## src/rtl/bl_cmd_pkg.sv

```systemverilog
package bl_cmd_pkg;
  typedef logic [7:0] byte_t;

  typedef enum logic [1:0] {
    PH_SYNC     = 2'd0,
    PH_LINKED   = 2'd1,
    PH_ERASED   = 2'd2,
    PH_FINISHED = 2'd3
  } phase_e;

  typedef enum logic [2:0] {
    ACT_NONE,
    ACT_BAUD_TEST,
    ACT_BAUD_SWITCH,
    ACT_ERASE,
    ACT_OPTIONS,
    ACT_RESET
  } act_e;

  localparam byte_t TY_WRITE       = 8'h00;
  localparam byte_t TY_BAUD_TEST   = 8'h8F;
  localparam byte_t TY_BAUD_SWITCH = 8'h8E;
  localparam byte_t TY_ERASE       = 8'h84;
  localparam byte_t TY_FINISH      = 8'h69;
  localparam byte_t TY_OPTIONS     = 8'h8D;
  localparam byte_t TY_RESET       = 8'h82;

  localparam byte_t ACK_OK     = 8'h00;
  localparam byte_t ACK_FINISH = 8'h8D;
  localparam byte_t ACK_OPT    = 8'h50;
  localparam byte_t SWITCH_TAG = 8'h84;
  localparam byte_t PAD_BYTE   = 8'h00;

  // (2 * (256 - v)) mod 256
  function automatic byte_t baud_chk(byte_t v);
    byte_t n;
    n = 8'd0 - v;
    return {n[6:0], 1'b0};
  endfunction
endpackage

```

## src/rtl/bl_rx_parse.sv

```systemverilog
module bl_rx_parse
  import bl_cmd_pkg::*;
#(
  parameter int HDR_BYTES = 21,
  parameter int BLK_BYTES = 128,
  parameter int CNT_W     = 16
) (
  input  logic             clk_i,
  input  logic             rst_ni,
  input  logic             req_valid_i,
  input  byte_t            req_data_i,
  input  logic             req_last_i,
  input  logic             accept_i,
  input  logic             wr_allow_i,
  output logic             done_o,
  output logic [CNT_W-1:0] len_o,
  output byte_t            hdr_o [HDR_BYTES],
  output byte_t            sum_o,
  output logic             wr_good_o,
  output logic             fl_we_o,
  output logic [15:0]      fl_addr_o,
  output byte_t            fl_wdata_o
);
  localparam int               DATA_OFS = 7;
  localparam logic [CNT_W-1:0] OFS_C    = CNT_W'(DATA_OFS);
  localparam logic [CNT_W-1:0] END_C    = CNT_W'(DATA_OFS + BLK_BYTES);
  localparam logic [15:0]      BLK_SIZE = 16'(BLK_BYTES);

  logic             acc;
  logic [CNT_W-1:0] cnt_q, len_q;
  byte_t            hdr_q [HDR_BYTES];
  byte_t            sum_q, fl_data_q;
  logic             done_q, wr_ty_q, sz_hi_q, sz_ok_q, fl_we_q;
  logic [15:0]      fl_addr_q;
  logic             in_blk;
  logic [15:0]      blk_ofs;

  assign acc     = req_valid_i & accept_i;
  assign in_blk  = (cnt_q >= OFS_C) && (cnt_q < END_C);
  assign blk_ofs = 16'(cnt_q - OFS_C);

  for (genvar g = 0; g < HDR_BYTES; g++) begin : g_hdr
    always_ff @(posedge clk_i or negedge rst_ni) begin
      if (!rst_ni) hdr_q[g] <= '0;
      else if (acc && cnt_q == CNT_W'(g)) hdr_q[g] <= req_data_i;
    end
  end

  always_ff @(posedge clk_i or negedge rst_ni) begin
    if (!rst_ni) begin
      cnt_q     <= '0;
      len_q     <= '0;
      done_q    <= 1'b0;
      wr_ty_q   <= 1'b0;
      sz_hi_q   <= 1'b0;
      sz_ok_q   <= 1'b0;
      sum_q     <= '0;
      fl_we_q   <= 1'b0;
      fl_addr_q <= '0;
      fl_data_q <= '0;
    end else begin
      done_q  <= acc & req_last_i;
      fl_we_q <= 1'b0;
      if (acc) begin
        if (req_last_i) begin
          cnt_q <= '0;
          len_q <= cnt_q + 1'b1;
        end else begin
          cnt_q <= cnt_q + 1'b1;
        end
        if (cnt_q == '0) begin
          wr_ty_q <= (req_data_i == TY_WRITE);
          sz_hi_q <= 1'b0;
          sz_ok_q <= 1'b0;
          sum_q   <= '0;
        end
        if (cnt_q == CNT_W'(5)) sz_hi_q <= (req_data_i == BLK_SIZE[15:8]);
        if (cnt_q == CNT_W'(6)) sz_ok_q <= sz_hi_q && (req_data_i == BLK_SIZE[7:0]);
        if (cnt_q >= OFS_C) sum_q <= sum_q + req_data_i;
        // stream data straight to flash, no block buffer
        if (wr_ty_q && sz_ok_q && wr_allow_i && in_blk) begin
          fl_we_q   <= 1'b1;
          fl_addr_q <= {hdr_q[3], hdr_q[4]} + blk_ofs;
          fl_data_q <= req_data_i;
        end
      end
    end
  end

  assign done_o     = done_q;
  assign len_o      = len_q;
  assign hdr_o      = hdr_q;
  assign sum_o      = sum_q;
  assign wr_good_o  = wr_ty_q & sz_ok_q & (len_q == END_C);
  assign fl_we_o    = fl_we_q;
  assign fl_addr_o  = fl_addr_q;
  assign fl_wdata_o = fl_data_q;
endmodule

```

## src/rtl/bl_cmd_decode.sv

```systemverilog
module bl_cmd_decode
  import bl_cmd_pkg::*;
#(
  parameter int BAUD_MAX = 8,
  parameter int OPT_LEN  = 21,
  parameter int CNT_W    = 16,
  localparam int RSP_MAX = BAUD_MAX + 1,
  localparam int LW      = $clog2(RSP_MAX + 1)
) (
  input  byte_t            echo_i [BAUD_MAX],
  input  logic [CNT_W-1:0] len_i,
  input  byte_t            sum_i,
  input  logic             wr_good_i,
  input  phase_e           phase_i,
  output logic [LW-1:0]    rsp_len_o,
  output byte_t            rsp_buf_o [RSP_MAX],
  output act_e             act_o,
  output phase_e           phase_nxt_o,
  output logic             err_o
);
  logic baud_ok;

  assign baud_ok = (len_i >= CNT_W'(5)) && (len_i <= CNT_W'(BAUD_MAX)) &&
                   (echo_i[4] == baud_chk(echo_i[2]));

  always_comb begin
    rsp_len_o   = '0;
    act_o       = ACT_NONE;
    phase_nxt_o = phase_i;
    err_o       = 1'b0;
    for (int i = 0; i < RSP_MAX; i++) rsp_buf_o[i] = '0;

    unique case (echo_i[0])
      TY_BAUD_TEST, TY_BAUD_SWITCH: begin
        if (baud_ok) begin
          for (int i = 0; i < BAUD_MAX; i++)
            if (CNT_W'(i) < len_i) rsp_buf_o[i] = echo_i[i];
          for (int i = 0; i < RSP_MAX; i++)
            if (CNT_W'(i) == len_i) rsp_buf_o[i] = PAD_BYTE;
          rsp_len_o = LW'(len_i + 1'b1);
          if (echo_i[0] == TY_BAUD_SWITCH) begin
            rsp_buf_o[0] = SWITCH_TAG;
            act_o        = ACT_BAUD_SWITCH;
            if (phase_i == PH_SYNC) phase_nxt_o = PH_LINKED;
          end else begin
            act_o = ACT_BAUD_TEST;
          end
        end
      end
      TY_WRITE: begin
        if (wr_good_i && phase_i == PH_ERASED) begin
          rsp_len_o    = LW'(2);
          rsp_buf_o[0] = ACK_OK;
          rsp_buf_o[1] = sum_i;
        end else begin
          err_o = 1'b1;
        end
      end
      TY_ERASE: begin
        if (len_i >= CNT_W'(7)) begin
          rsp_len_o    = LW'(1);
          rsp_buf_o[0] = ACK_OK;
          act_o        = ACT_ERASE;
          phase_nxt_o  = PH_ERASED;
        end
      end
      TY_FINISH: begin
        rsp_len_o    = LW'(1);
        rsp_buf_o[0] = ACK_FINISH;
        phase_nxt_o  = PH_FINISHED;
      end
      TY_OPTIONS: begin
        if (len_i == CNT_W'(OPT_LEN)) begin
          rsp_len_o    = LW'(1);
          rsp_buf_o[0] = ACK_OPT;
          act_o        = ACT_OPTIONS;
        end
      end
      TY_RESET: begin
        act_o       = ACT_RESET;
        phase_nxt_o = PH_SYNC;
      end
      default: ;
    endcase
  end
endmodule

```

## src/rtl/bl_rsp_gen.sv

```systemverilog
module bl_rsp_gen
  import bl_cmd_pkg::*;
#(
  parameter int RSP_MAX = 9,
  localparam int LW     = $clog2(RSP_MAX + 1)
) (
  input  logic          clk_i,
  input  logic          rst_ni,
  input  logic          load_i,
  input  logic [LW-1:0] len_i,
  input  byte_t         buf_i [RSP_MAX],
  input  logic          rsp_ready_i,
  output logic          rsp_valid_o,
  output byte_t         rsp_data_o,
  output logic          rsp_last_o,
  output logic          busy_o,
  output logic          fin_o
);
  byte_t         buf_q [RSP_MAX];
  logic [LW-1:0] len_q, idx_q;
  logic          act_q, fin_q;
  logic          at_end;

  assign at_end = (idx_q == len_q - 1'b1);

  always_ff @(posedge clk_i or negedge rst_ni) begin
    if (!rst_ni) begin
      for (int i = 0; i < RSP_MAX; i++) buf_q[i] <= '0;
      len_q <= '0;
      idx_q <= '0;
      act_q <= 1'b0;
      fin_q <= 1'b0;
    end else begin
      fin_q <= 1'b0;
      if (load_i) begin
        buf_q <= buf_i;
        len_q <= len_i;
        idx_q <= '0;
        act_q <= (len_i != '0);
        fin_q <= (len_i == '0);
      end else if (act_q && rsp_ready_i) begin
        if (at_end) begin
          act_q <= 1'b0;
          fin_q <= 1'b1;
        end else begin
          idx_q <= idx_q + 1'b1;
        end
      end
    end
  end

  assign rsp_valid_o = act_q;
  assign rsp_data_o  = buf_q[idx_q];
  assign rsp_last_o  = act_q & at_end;
  assign busy_o      = act_q | fin_q;
  assign fin_o       = fin_q;
endmodule

```

## src/rtl/bl_cmd_responder.sv

```systemverilog
module bl_cmd_responder
  import bl_cmd_pkg::*;
#(
  parameter int BAUD_MAX  = 8,
  parameter int BLK_BYTES = 128,
  parameter int CNT_W     = 16
) (
  input  logic          clk_i,
  input  logic          rst_ni,
  input  logic          req_valid_i,
  input  logic [7:0]    req_data_i,
  input  logic          req_last_i,
  output logic          req_ready_o,
  output logic          rsp_valid_o,
  output logic [7:0]    rsp_data_o,
  output logic          rsp_last_o,
  input  logic          rsp_ready_i,
  output logic          fl_we_o,
  output logic [15:0]   fl_addr_o,
  output logic [7:0]    fl_wdata_o,
  output logic          baud_test_o,
  output logic          baud_switch_o,
  output logic [7:0]    baud_brt_o,
  output logic          erase_o,
  output logic [7:0]    erase_pages_o,
  output logic          opt_o,
  output logic [127:0]  opt_cfg_o,
  output logic [31:0]   opt_clk_o,
  output logic          reset_req_o,
  output logic          err_o,
  output logic [1:0]    phase_o
);
  localparam int CFG_BYTES = 16;
  localparam int OPT_LEN   = 1 + CFG_BYTES + 4;
  localparam int HDR_BYTES = (OPT_LEN > BAUD_MAX) ? OPT_LEN : BAUD_MAX;
  localparam int RSP_MAX   = BAUD_MAX + 1;
  localparam int LW        = $clog2(RSP_MAX + 1);

  logic             done, wr_good, gen_busy, fin, accept, dec_err;
  logic [CNT_W-1:0] len;
  byte_t            hdr [HDR_BYTES];
  byte_t            echo [BAUD_MAX];
  byte_t            sum;
  logic [LW-1:0]    rsp_len;
  byte_t            rsp_buf [RSP_MAX];
  act_e             act_d, act_q;
  phase_e           phase_d, phase_q;
  logic             err_q;
  logic [8:0]       pages_rnd;

  assign accept      = ~(done | gen_busy);
  assign req_ready_o = accept;

  bl_rx_parse #(
    .HDR_BYTES(HDR_BYTES),
    .BLK_BYTES(BLK_BYTES),
    .CNT_W    (CNT_W)
  ) u_parse (
    .clk_i      (clk_i),
    .rst_ni     (rst_ni),
    .req_valid_i(req_valid_i),
    .req_data_i (req_data_i),
    .req_last_i (req_last_i),
    .accept_i   (accept),
    .wr_allow_i (phase_q == PH_ERASED),
    .done_o     (done),
    .len_o      (len),
    .hdr_o      (hdr),
    .sum_o      (sum),
    .wr_good_o  (wr_good),
    .fl_we_o    (fl_we_o),
    .fl_addr_o  (fl_addr_o),
    .fl_wdata_o (fl_wdata_o)
  );

  for (genvar g = 0; g < BAUD_MAX; g++) begin : g_echo
    assign echo[g] = hdr[g];
  end

  bl_cmd_decode #(
    .BAUD_MAX(BAUD_MAX),
    .OPT_LEN (OPT_LEN),
    .CNT_W   (CNT_W)
  ) u_dec (
    .echo_i     (echo),
    .len_i      (len),
    .sum_i      (sum),
    .wr_good_i  (wr_good),
    .phase_i    (phase_q),
    .rsp_len_o  (rsp_len),
    .rsp_buf_o  (rsp_buf),
    .act_o      (act_d),
    .phase_nxt_o(phase_d),
    .err_o      (dec_err)
  );

  bl_rsp_gen #(
    .RSP_MAX(RSP_MAX)
  ) u_gen (
    .clk_i      (clk_i),
    .rst_ni     (rst_ni),
    .load_i     (done),
    .len_i      (rsp_len),
    .buf_i      (rsp_buf),
    .rsp_ready_i(rsp_ready_i),
    .rsp_valid_o(rsp_valid_o),
    .rsp_data_o (rsp_data_o),
    .rsp_last_o (rsp_last_o),
    .busy_o     (gen_busy),
    .fin_o      (fin)
  );

  always_ff @(posedge clk_i or negedge rst_ni) begin
    if (!rst_ni) begin
      phase_q <= PH_SYNC;
      act_q   <= ACT_NONE;
      err_q   <= 1'b0;
    end else begin
      err_q <= done & dec_err;
      if (done) begin
        phase_q <= phase_d;
        act_q   <= act_d;
      end
    end
  end

  // header stays frozen until fin: ready is low in between
  assign pages_rnd     = {1'b0, hdr[3]} + 9'd1;
  assign erase_pages_o = pages_rnd[8:1];
  assign baud_brt_o    = hdr[2];
  for (genvar g = 0; g < CFG_BYTES; g++) begin : g_cfg
    assign opt_cfg_o[8*(CFG_BYTES-g)-1 -: 8] = hdr[1+g];
  end
  assign opt_clk_o = {hdr[CFG_BYTES+1], hdr[CFG_BYTES+2], hdr[CFG_BYTES+3], hdr[CFG_BYTES+4]};

  assign baud_test_o   = fin & (act_q == ACT_BAUD_TEST);
  assign baud_switch_o = fin & (act_q == ACT_BAUD_SWITCH);
  assign erase_o       = fin & (act_q == ACT_ERASE);
  assign opt_o         = fin & (act_q == ACT_OPTIONS);
  assign reset_req_o   = fin & (act_q == ACT_RESET);
  assign err_o         = err_q;
  assign phase_o       = phase_q;
endmodule

```

## config.mk

```make
export PLATFORM = sky130hd
export DESIGN_NAME = bl_cmd_responder
export DESIGN_NICKNAME = d
export VERILOG_FILES = /design/src/rtl/bl_cmd_pkg.sv /design/src/rtl/bl_rx_parse.sv /design/src/rtl/bl_cmd_decode.sv /design/src/rtl/bl_rsp_gen.sv /design/src/rtl/bl_cmd_responder.sv
export SDC_FILE = /design/constraint.sdc
export NUM_CORES = 1
export LEC_CHECK = 0
export ABC_AREA = 1
export BUFFER_PORTS_ARGS = -buffer_cell sky130_fd_sc_hd__buf_2
export CORE_UTILIZATION = 62
export DETAILED_ROUTE_END_ITERATION = 10
export PLACE_DENSITY = 0.92
export SYNTH_ARGS = -nofsm -noshare
export SYNTH_HDL_FRONTEND = slang
export SYNTH_HIERARCHICAL = 1
export SYNTH_SLANG_ARGS = --single-unit
```

## constraint.sdc

```tcl
create_clock -name clk_i -period 5.3 [get_ports clk_i]
set_input_delay 1.06 -clock clk_i [delete_from_list [all_inputs] [get_ports clk_i]]
set_output_delay 1.06 -clock clk_i [all_outputs]
set_load 0.02 [all_outputs]
```

==> flow_summary_export.csv, run 1 <==
group,metric,value,unit
status,status,"finished, final reports clean",
floorplan,io_pins,233,
drt,wire_per_inst,18.2,um
placed_design,io_buffers,232,
worst_setup_path,r2r_start,"u_gen/rsp_valid_o",
cts,cts_resized,0,
timing,clock_skew,0.0150,ns
synth,ys_seq_elements,325,
cts,cts-root-buf,"clkbuf_16",
pwr,p_leak,10.0,nW
cells_and_area,drive_gt1_share,15.9,%
timing,clock.fmax,0.257,GHz
timing,hold_viol_final,0,
pwr,switchingPower,0.00452,W
cts,insertion_delay,0.53,ns
pwr,p_seq_share,33.7,%
worst_setup_path,worstPathArrival,2.83,ns
timing,timing.final.crit_share,73.4,%
global_routing,grt_max_degree,140,
cts,ctsHoldBuffers,0,
drt,drt_iter0_markers,1837,
pwr,clkPwrFrac,23.3,%
cts,post_cts_buffers,0,
cells_and_area,syn2layout_area_growth,12.7,%
timing,slew_viol_final,0,
pwr,powerDensity,523,mW/mm2
worst_setup_path,cp_num_buf_inv,2,
pwr,combPwrFrac,43.0,%
worst_setup_path,crit_path_frequent_cell,"nand3_1",
timing,period_needed,3.89,ns
cts,clock_path_buffers,3,
pwr,switching_share,45.1,%
synth,synthCells,2136,
timing,setup_violations,0,
worst_setup_path,worstSetupPathType,"register to output pin",
timing,worst_pin_slew,1.30,ns
synth,netlist_area,0.0170,mm2
cells_and_area,final_cell_area,0.0191,mm2
global_routing,antenna_found_initial,1,
synth,synth_top_flop_cell,"dfrtp_1",
floorplan,die_area,0.0280,mm2
worst_setup_path,crit_required,4.24,ns
timing,relSlewSlack,13.6,%
pwr,ir_drop,0.301,mV
cts,clkSinkCount,325,
timing,fin_setup_tns,0,ns
floorplan,fp-row-count,60,
synth,yosysWarningCount,6,
drt,via_count,15500,
synth,synth_edf_count,0,
pwr,finalPower,0.0100,W
placed_design,place_ws,1.80,ns
drt,drc,0,
synth,syn_avg_cell_area,7.95,um2
global_routing,grt_pass1_vias,14700,
floorplan,core,0.0269,mm2
worst_setup_path,crit_chain,"inv_1 > a21oi_1 > o21ai_0 > nand3_1 > nand3_1 > nand2_1 > buf_2",
synth,synth_cell_types,46,
cts,cts_buffers,35,
cts,cts_tree,"done",
worst_setup_path,critPathMaxFanout,31,
job,maxCapViolCount,0,
drt,ant_nets,0,
drt,wirelength,48800,um
floorplan,die_h,167,um
global_routing,track_usage,35.0,%
hold_path,hold_class,"register to register",
synth,ys_seq_area_share,47.9,%
synth,async_reset_ff_share,100,%
cells_and_area,final_common_cell,"nand2_1",
timing,worst_slack,1.41,ns
drt,drtPass1Iterations,6,
worst_setup_path,cpLargestDelayFamily,"flip-flops",
timing,rsz0062_at_grt,"no",
placed_design,dp_hpwl,33400,um
global_routing,overflow,0,
worst_setup_path,cp-start-kind,"register",
pwr,p_int,0.00549,W
global_routing,grt_pass1_wl,77500,um
worst_setup_path,slowest_stage,"dfrtp_1",
floorplan,die_width,167,um
placed_design,placed_area,0.0180,mm2
placed_design,place.gp.congestion,0.956,
worst_setup_path,critical_path.startpoint,"u_gen/idx_q[1]",
worst_setup_path,cp-end-kind,"output pin",
worst_setup_path,cpPeakStageDelay,1.09,ns
cells_and_area,fin_util,71.2,%
cells_and_area,layout_common_cells,"676 x nand2_1, 324 x dfrtp_1, 259 x o21ai_0",
drt,viasPerCell,5.79,
cells_and_area,nets,2377,
cts,htree_levels,2,
hold_path,hp-start,"u_gen/buf_q[67]",
cts,path_clk_slew,0.06,ns
floorplan,start_util,63.1,%
[metal layers]
layer,vias up,track usage (%),wire [um]
met3,142,7.75,4670
met5,-,0,0
met1,7333,45.2,19300
li1,7177,-,-
met2,851,56.8,22900
met4,0,15.4,1910
[cell families (layout without fill, tap and decap cells)]
logic type      after synthesis  count (layout)  synth area share (%)
buf+inv                     322             513                  8.63
other cells                   1              11                0.0221
compound gates              370             370                  11.5
xor+xnor                     26              26                  1.34
simple gates               1040            1040                  26.7
flops                       325             325                  47.9
mux                           1               1                0.0663
fa+ha+maj                    51              51                  3.85
[worst reg2reg max path, delay by kind of cell, from the launching register on]
kind / cells / cell delay (ns)
AND/OR/NAND/NOR: 5 / 1.83
AO/OA/AOI/OAI: 1 / 0.14
flip-flops: 1 / 0.43
buffers and inverters: 1 / 0.80
[synth_stat cells (20+ instances only)]
cell type / number / share of area, %
a21oi_1: 39 / 1.2
ha_1: 49 / 3.6
dfrtp_1: 325 / 48
nand3_1: 129 / 3.8
nor2_1: 136 / 3.0
buf_4: 22 / 0.97
buf_2: 34 / 1.0
o21ai_1: 36 / 1.1
inv_1: 202 / 4.5
clkbuf_1: 37 / 0.82
o21ai_0: 259 / 7.6
nand4_1: 20 / 0.74
nand2_1: 676 / 15
[area by class of cell]
class / count / area (um2)
Sequential cell: 325 / 8130
Fill cell: 1997 / 7740
Multi-Input combinational cell: 1498 / 7410
Timing Repair Buffer: 240 / 1260
Clock buffer: 51 / 1030
Inverter: 213 / 807
Tap cell: 341 / 427
Clock inverter: 9 / 70.1
Antenna cell: 1 / 2.50
[registers in the layout, summed over array words and instances, names as in the netlist, 8 cells and up]
name and count:
u_parse/sum_o 8, u_parse/fl_wdata_o 8, u_parse/hdr_o 168, u_parse/fl_addr_o 16, u_parse/cnt_q 16, u_gen/buf_q 72
u_parse/len_o 16
[through the flow]
| stage | hold slack, ns | instances |
|---|---|---|
| floorplan | 0.437 | 2145 |
| global placement | 0.448 | 2617 |
| detailed placement | 0.453 | 2617 |
| CTS | 0.467 | 2677 |
| global route | 0.490 | 2678 |
| finish | 0.470 | 2678 |
[power groups by stage]
stage | Combinational (W) | Clock, W | Sequential (W)
3_3_place_gp | 0.00404 | 0 | 0.00337
4_1_cts | 0.00421 | 0.00236 | 0.00335
3_5_place_dp | 0.00416 | 0 | 0.00339
5_1_grt | 0.00474 | 0.00244 | 0.00341
6_report | 0.00430 | 0.00234 | 0.00337
2_1_floorplan | 0.00304 | 0 | 0.00341
[worst paths after layout]
path                                 endpoint  slack [ns]  depth (start not counted)
min reg2reg                   u_gen/buf_q[67]        0.47                          2
max                             rsp_data_o[2]        1.41                          7
min                           u_gen/buf_q[67]        0.47                          2
min in group asynchronous            act_q[2]        0.70                          1
max reg2reg                 u_parse/hdr_o[43]        1.92                          7
max in group asynchronous  u_parse/hdr_o[115]        3.46                          2
No activity file was read; power rests on OpenSTA's default activity.
==> inputs of run 2 (changes only) <==
--- a/config.mk
+++ b/config.mk
@@ -5,11 +5,11 @@
 export SDC_FILE = /design/constraint.sdc
 export NUM_CORES = 1
 export LEC_CHECK = 0
-export ABC_AREA = 1
+export ABC_AREA = 0
 export BUFFER_PORTS_ARGS = -buffer_cell sky130_fd_sc_hd__buf_2
-export CORE_UTILIZATION = 62
+export CORE_UTILIZATION = 58
 export DETAILED_ROUTE_END_ITERATION = 10
-export PLACE_DENSITY = 0.92
+export PLACE_DENSITY = 0.88
 export SYNTH_ARGS = -nofsm -noshare
 export SYNTH_HDL_FRONTEND = slang
 export SYNTH_HIERARCHICAL = 1
==> constraint.sdc (replaced) <==
create_clock -name clk_i -period 3.91 [get_ports clk_i]
set_input_delay 0.782 -clock clk_i [delete_from_list [all_inputs] [get_ports clk_i]]
set_output_delay 0.782 -clock clk_i [all_outputs]
set_load 0.02 [all_outputs]
==> flow_summary_export.csv, run 2 <==
group,metric,value,unit
cells_and_area,final_common_cell,"dfrtp_1",
worst_setup_path,worstPathArrival,2.77,ns
global_routing,grt_pass1_wl,69900,um
synth,ys_seq_area_share,49.9,%
placed_design,io_buffers,232,
pwr,ir_drop,0.309,mV
floorplan,start_util,59.8,%
worst_setup_path,crit_required,3.13,ns
floorplan,fp-row-count,60,
floorplan,die_width,170,um
timing,clock.fmax,0.281,GHz
worst_setup_path,rr_endpoint,"u_gen/buf_q[14]",
timing,relSlewSlack,21.3,%
drt,wire_per_inst,22.2,um
synth,synth_edf_count,0,
pwr,finalPower,0.0113,W
synth,ys_top_cells_by_area,"dfrtp_1 50%, mux2_2 16%, ha_1 3.8%, nand2_1 3.0%, o21ai_0 2.9%",
synth,syn_avg_cell_area,11.6,um2
worst_setup_path,r2r_start,"u_parse/hdr_o[145]",
pwr,switchingPower,0.00416,W
global_routing,overflow,0,
pwr,powerDensity,599,mW/mm2
worst_setup_path,critPathMaxFanout,22,
floorplan,io_pins,233,
drt,viasPerCell,6.09,
global_routing,grt_pass1_vias,12300,
timing,timing.final.crit_share,91.0,%
cells_and_area,layout_common_cells,"324 x dfrtp_1, 231 x mux2_2, 231 x buf_2",
drt,top_layer,"met5",
synth,yosysWarningCount,6,
cts,post_cts_buffers,0,
placed_design,place.gp.congestion,0.920,
cts,clkSinkCount,325,
pwr,clkPwrFrac,29.0,%
worst_setup_path,cp-end-kind,"output pin",
cts,ctsHoldBuffers,0,
pwr,p_seq_share,39.7,%
drt,drc,0,
timing,period_needed,3.56,ns
hold_path,hold_class,"primary input to asynchronous set/reset pin",
pwr,p_int,0.00709,W
synth,synth_cell_types,77,
global_routing,grt_max_degree,103,
cells_and_area,syn2layout_area_growth,15.3,%
synth,synth_most_common_cell,"dfrtp_1",
worst_setup_path,cp-start-kind,"register",
worst_setup_path,reg2reg_depth,10,
cts,htree_levels,2,
timing,worst_pin_slew,1.18,ns
synth,synthCells,1408,
pwr,switching_share,37.0,%
cts,path_clk_slew,0.06,ns
floorplan,die_h,170,um
timing,clock_skew,0.0237,ns
synth,synth_top_flop_cell,"dfrtp_1",
drt,wl_met3,3820,um
drt,drtPass1Iterations,8,
timing,hold_viol_final,0,
synth,synth_area_leader_cell,"dfrtp_1",
global_routing,track_usage,31.7,%
job,maxCapViolCount,0,
cts,insertion_delay,0.53,ns
cts,cts-root-buf,"clkbuf_16",
cells_and_area,nets,1675,
global_routing,antenna_found_initial,2,
timing,fin_setup_tns,0,ns
cts,cts_resized,0,
timing,rsz0062_at_grt,"no",
drt,wl_met2,21100,um
placed_design,dp_hpwl,30000,um
drt,wirelength,44700,um
pwr,p_leak,9.81,nW
cells_and_area,n_antenna_cell,0,
timing,setup_violations,0,
synth,synth.top_cell.area_share,49.9,%
cells_and_area,fin_util,68.9,%
synth,netlist_area,0.0163,mm2
cts,clock_path_buffers,3,
cts,cts_tree,"done",
synth,async_reset_ff_share,100,%
worst_setup_path,r2r_slack,0.86,ns
drt,met1_length,17800,um
drt,ant_nets,0,
cts,cts_buffers,35,
pwr,combPwrFrac,31.3,%
status,status,"finished, final reports clean",
cells_and_area,drive_gt1_share,36.0,%
floorplan,core,0.0273,mm2
timing,slew_viol_final,0,
worst_setup_path,worstSetupPathType,"register to output pin",
synth,ys_seq_elements,325,
drt,via_count,12200,
synth,netlist_top_cells_count,"325 x dfrtp_1, 231 x mux2_2, 130 x nand2_1",
drt,drt_iter0_markers,1285,
floorplan,die_area,0.0288,mm2
cells_and_area,largest_reg_flops,168,
==> run 2: cell types whose count changed after synthesis, sizes merged, moves of 21 or more <==
cell / delta
xnor2: +21
and3: +36
mux2: +235
nand2: -552
inv: -142
nand3: -106
nor2: -95
o21ai: -214
buf: -22
==> run 2: layer usage <==
layer	track usage, %	vias to the layer above
li1	-	5343
met1	41.3	6109
met4	13.7	4
met2	50.5	623
met3	7.93	156
met5	0	-
==> run 2: through the flow <==
step	setup slack [ns]	instances	hold slack [ns]	instance area (um2)
3_3_place_gp	0.888	1946	0.447	17600
3_5_place_dp	0.923	1946	0.455	17600
5_1_grt	0.161	2010	0.356	18800
6_report	0.353	2010	0.281	18800
2_1_floorplan	1.21	1417	0.464	16300
4_1_cts	0.332	2010	0.337	18800
==> run 2: worst max-delay path by stage <==
stage	from	to	slack [ns]	cells after the start
final	u_gen/idx_q[0]	rsp_data_o[1]	0.35	4
after detailed placement	u_gen/rsp_valid_o	u_parse/hdr_o[163]	0.92	6
after global placement	u_gen/rsp_valid_o	u_parse/hdr_o[160]	0.89	6
after CTS	u_gen/idx_q[0]	rsp_data_o[1]	0.33	4
after global routing	u_gen/idx_q[0]	rsp_last_o	0.16	5
after floorplan	u_parse/hdr_o[144]	u_gen/rsp_valid_o	1.21	12
==> run 2: power groups by stage <==
stage          clock network [W]  registers, W  logic, W
3_3_place_gp                   0       0.00446   0.00336
4_1_cts                  0.00330       0.00444   0.00350
2_1_floorplan                  0       0.00441   0.00242
5_1_grt                  0.00344       0.00452   0.00384
6_report                 0.00326       0.00447   0.00353
3_5_place_dp                   0       0.00449   0.00345
==> run 2: worst max-delay path, stage by stage, from the launching register on <==
cell and delay, ns:
dfrtp_1 1.13, mux4_2 0.66, mux2i_1 0.19, o21ai_0 0.10, buf_2 0.18
==> run 2: cell type report <==
class / count / area (um2)
Clock buffer: 56 / 1090
Clock inverter: 8 / 58.8
Fill cell: 1881 / 8460
Inverter: 71 / 267
Multi-Input combinational cell: 929 / 7440
Sequential cell: 325 / 8140
Tap cell: 372 / 465
Timing Repair Buffer: 249 / 1340
==> run 2: cells by family after synthesis <==
group,count (synthesis),synth area share [%]
buf+inv,163,4.64
fa+ha+maj,51,4.01
flops,325,49.9
xor+xnor,54,2.99
mux,261,19.1
other cells,1,0.0230
compound gates,201,7.82
simple gates,352,11.5
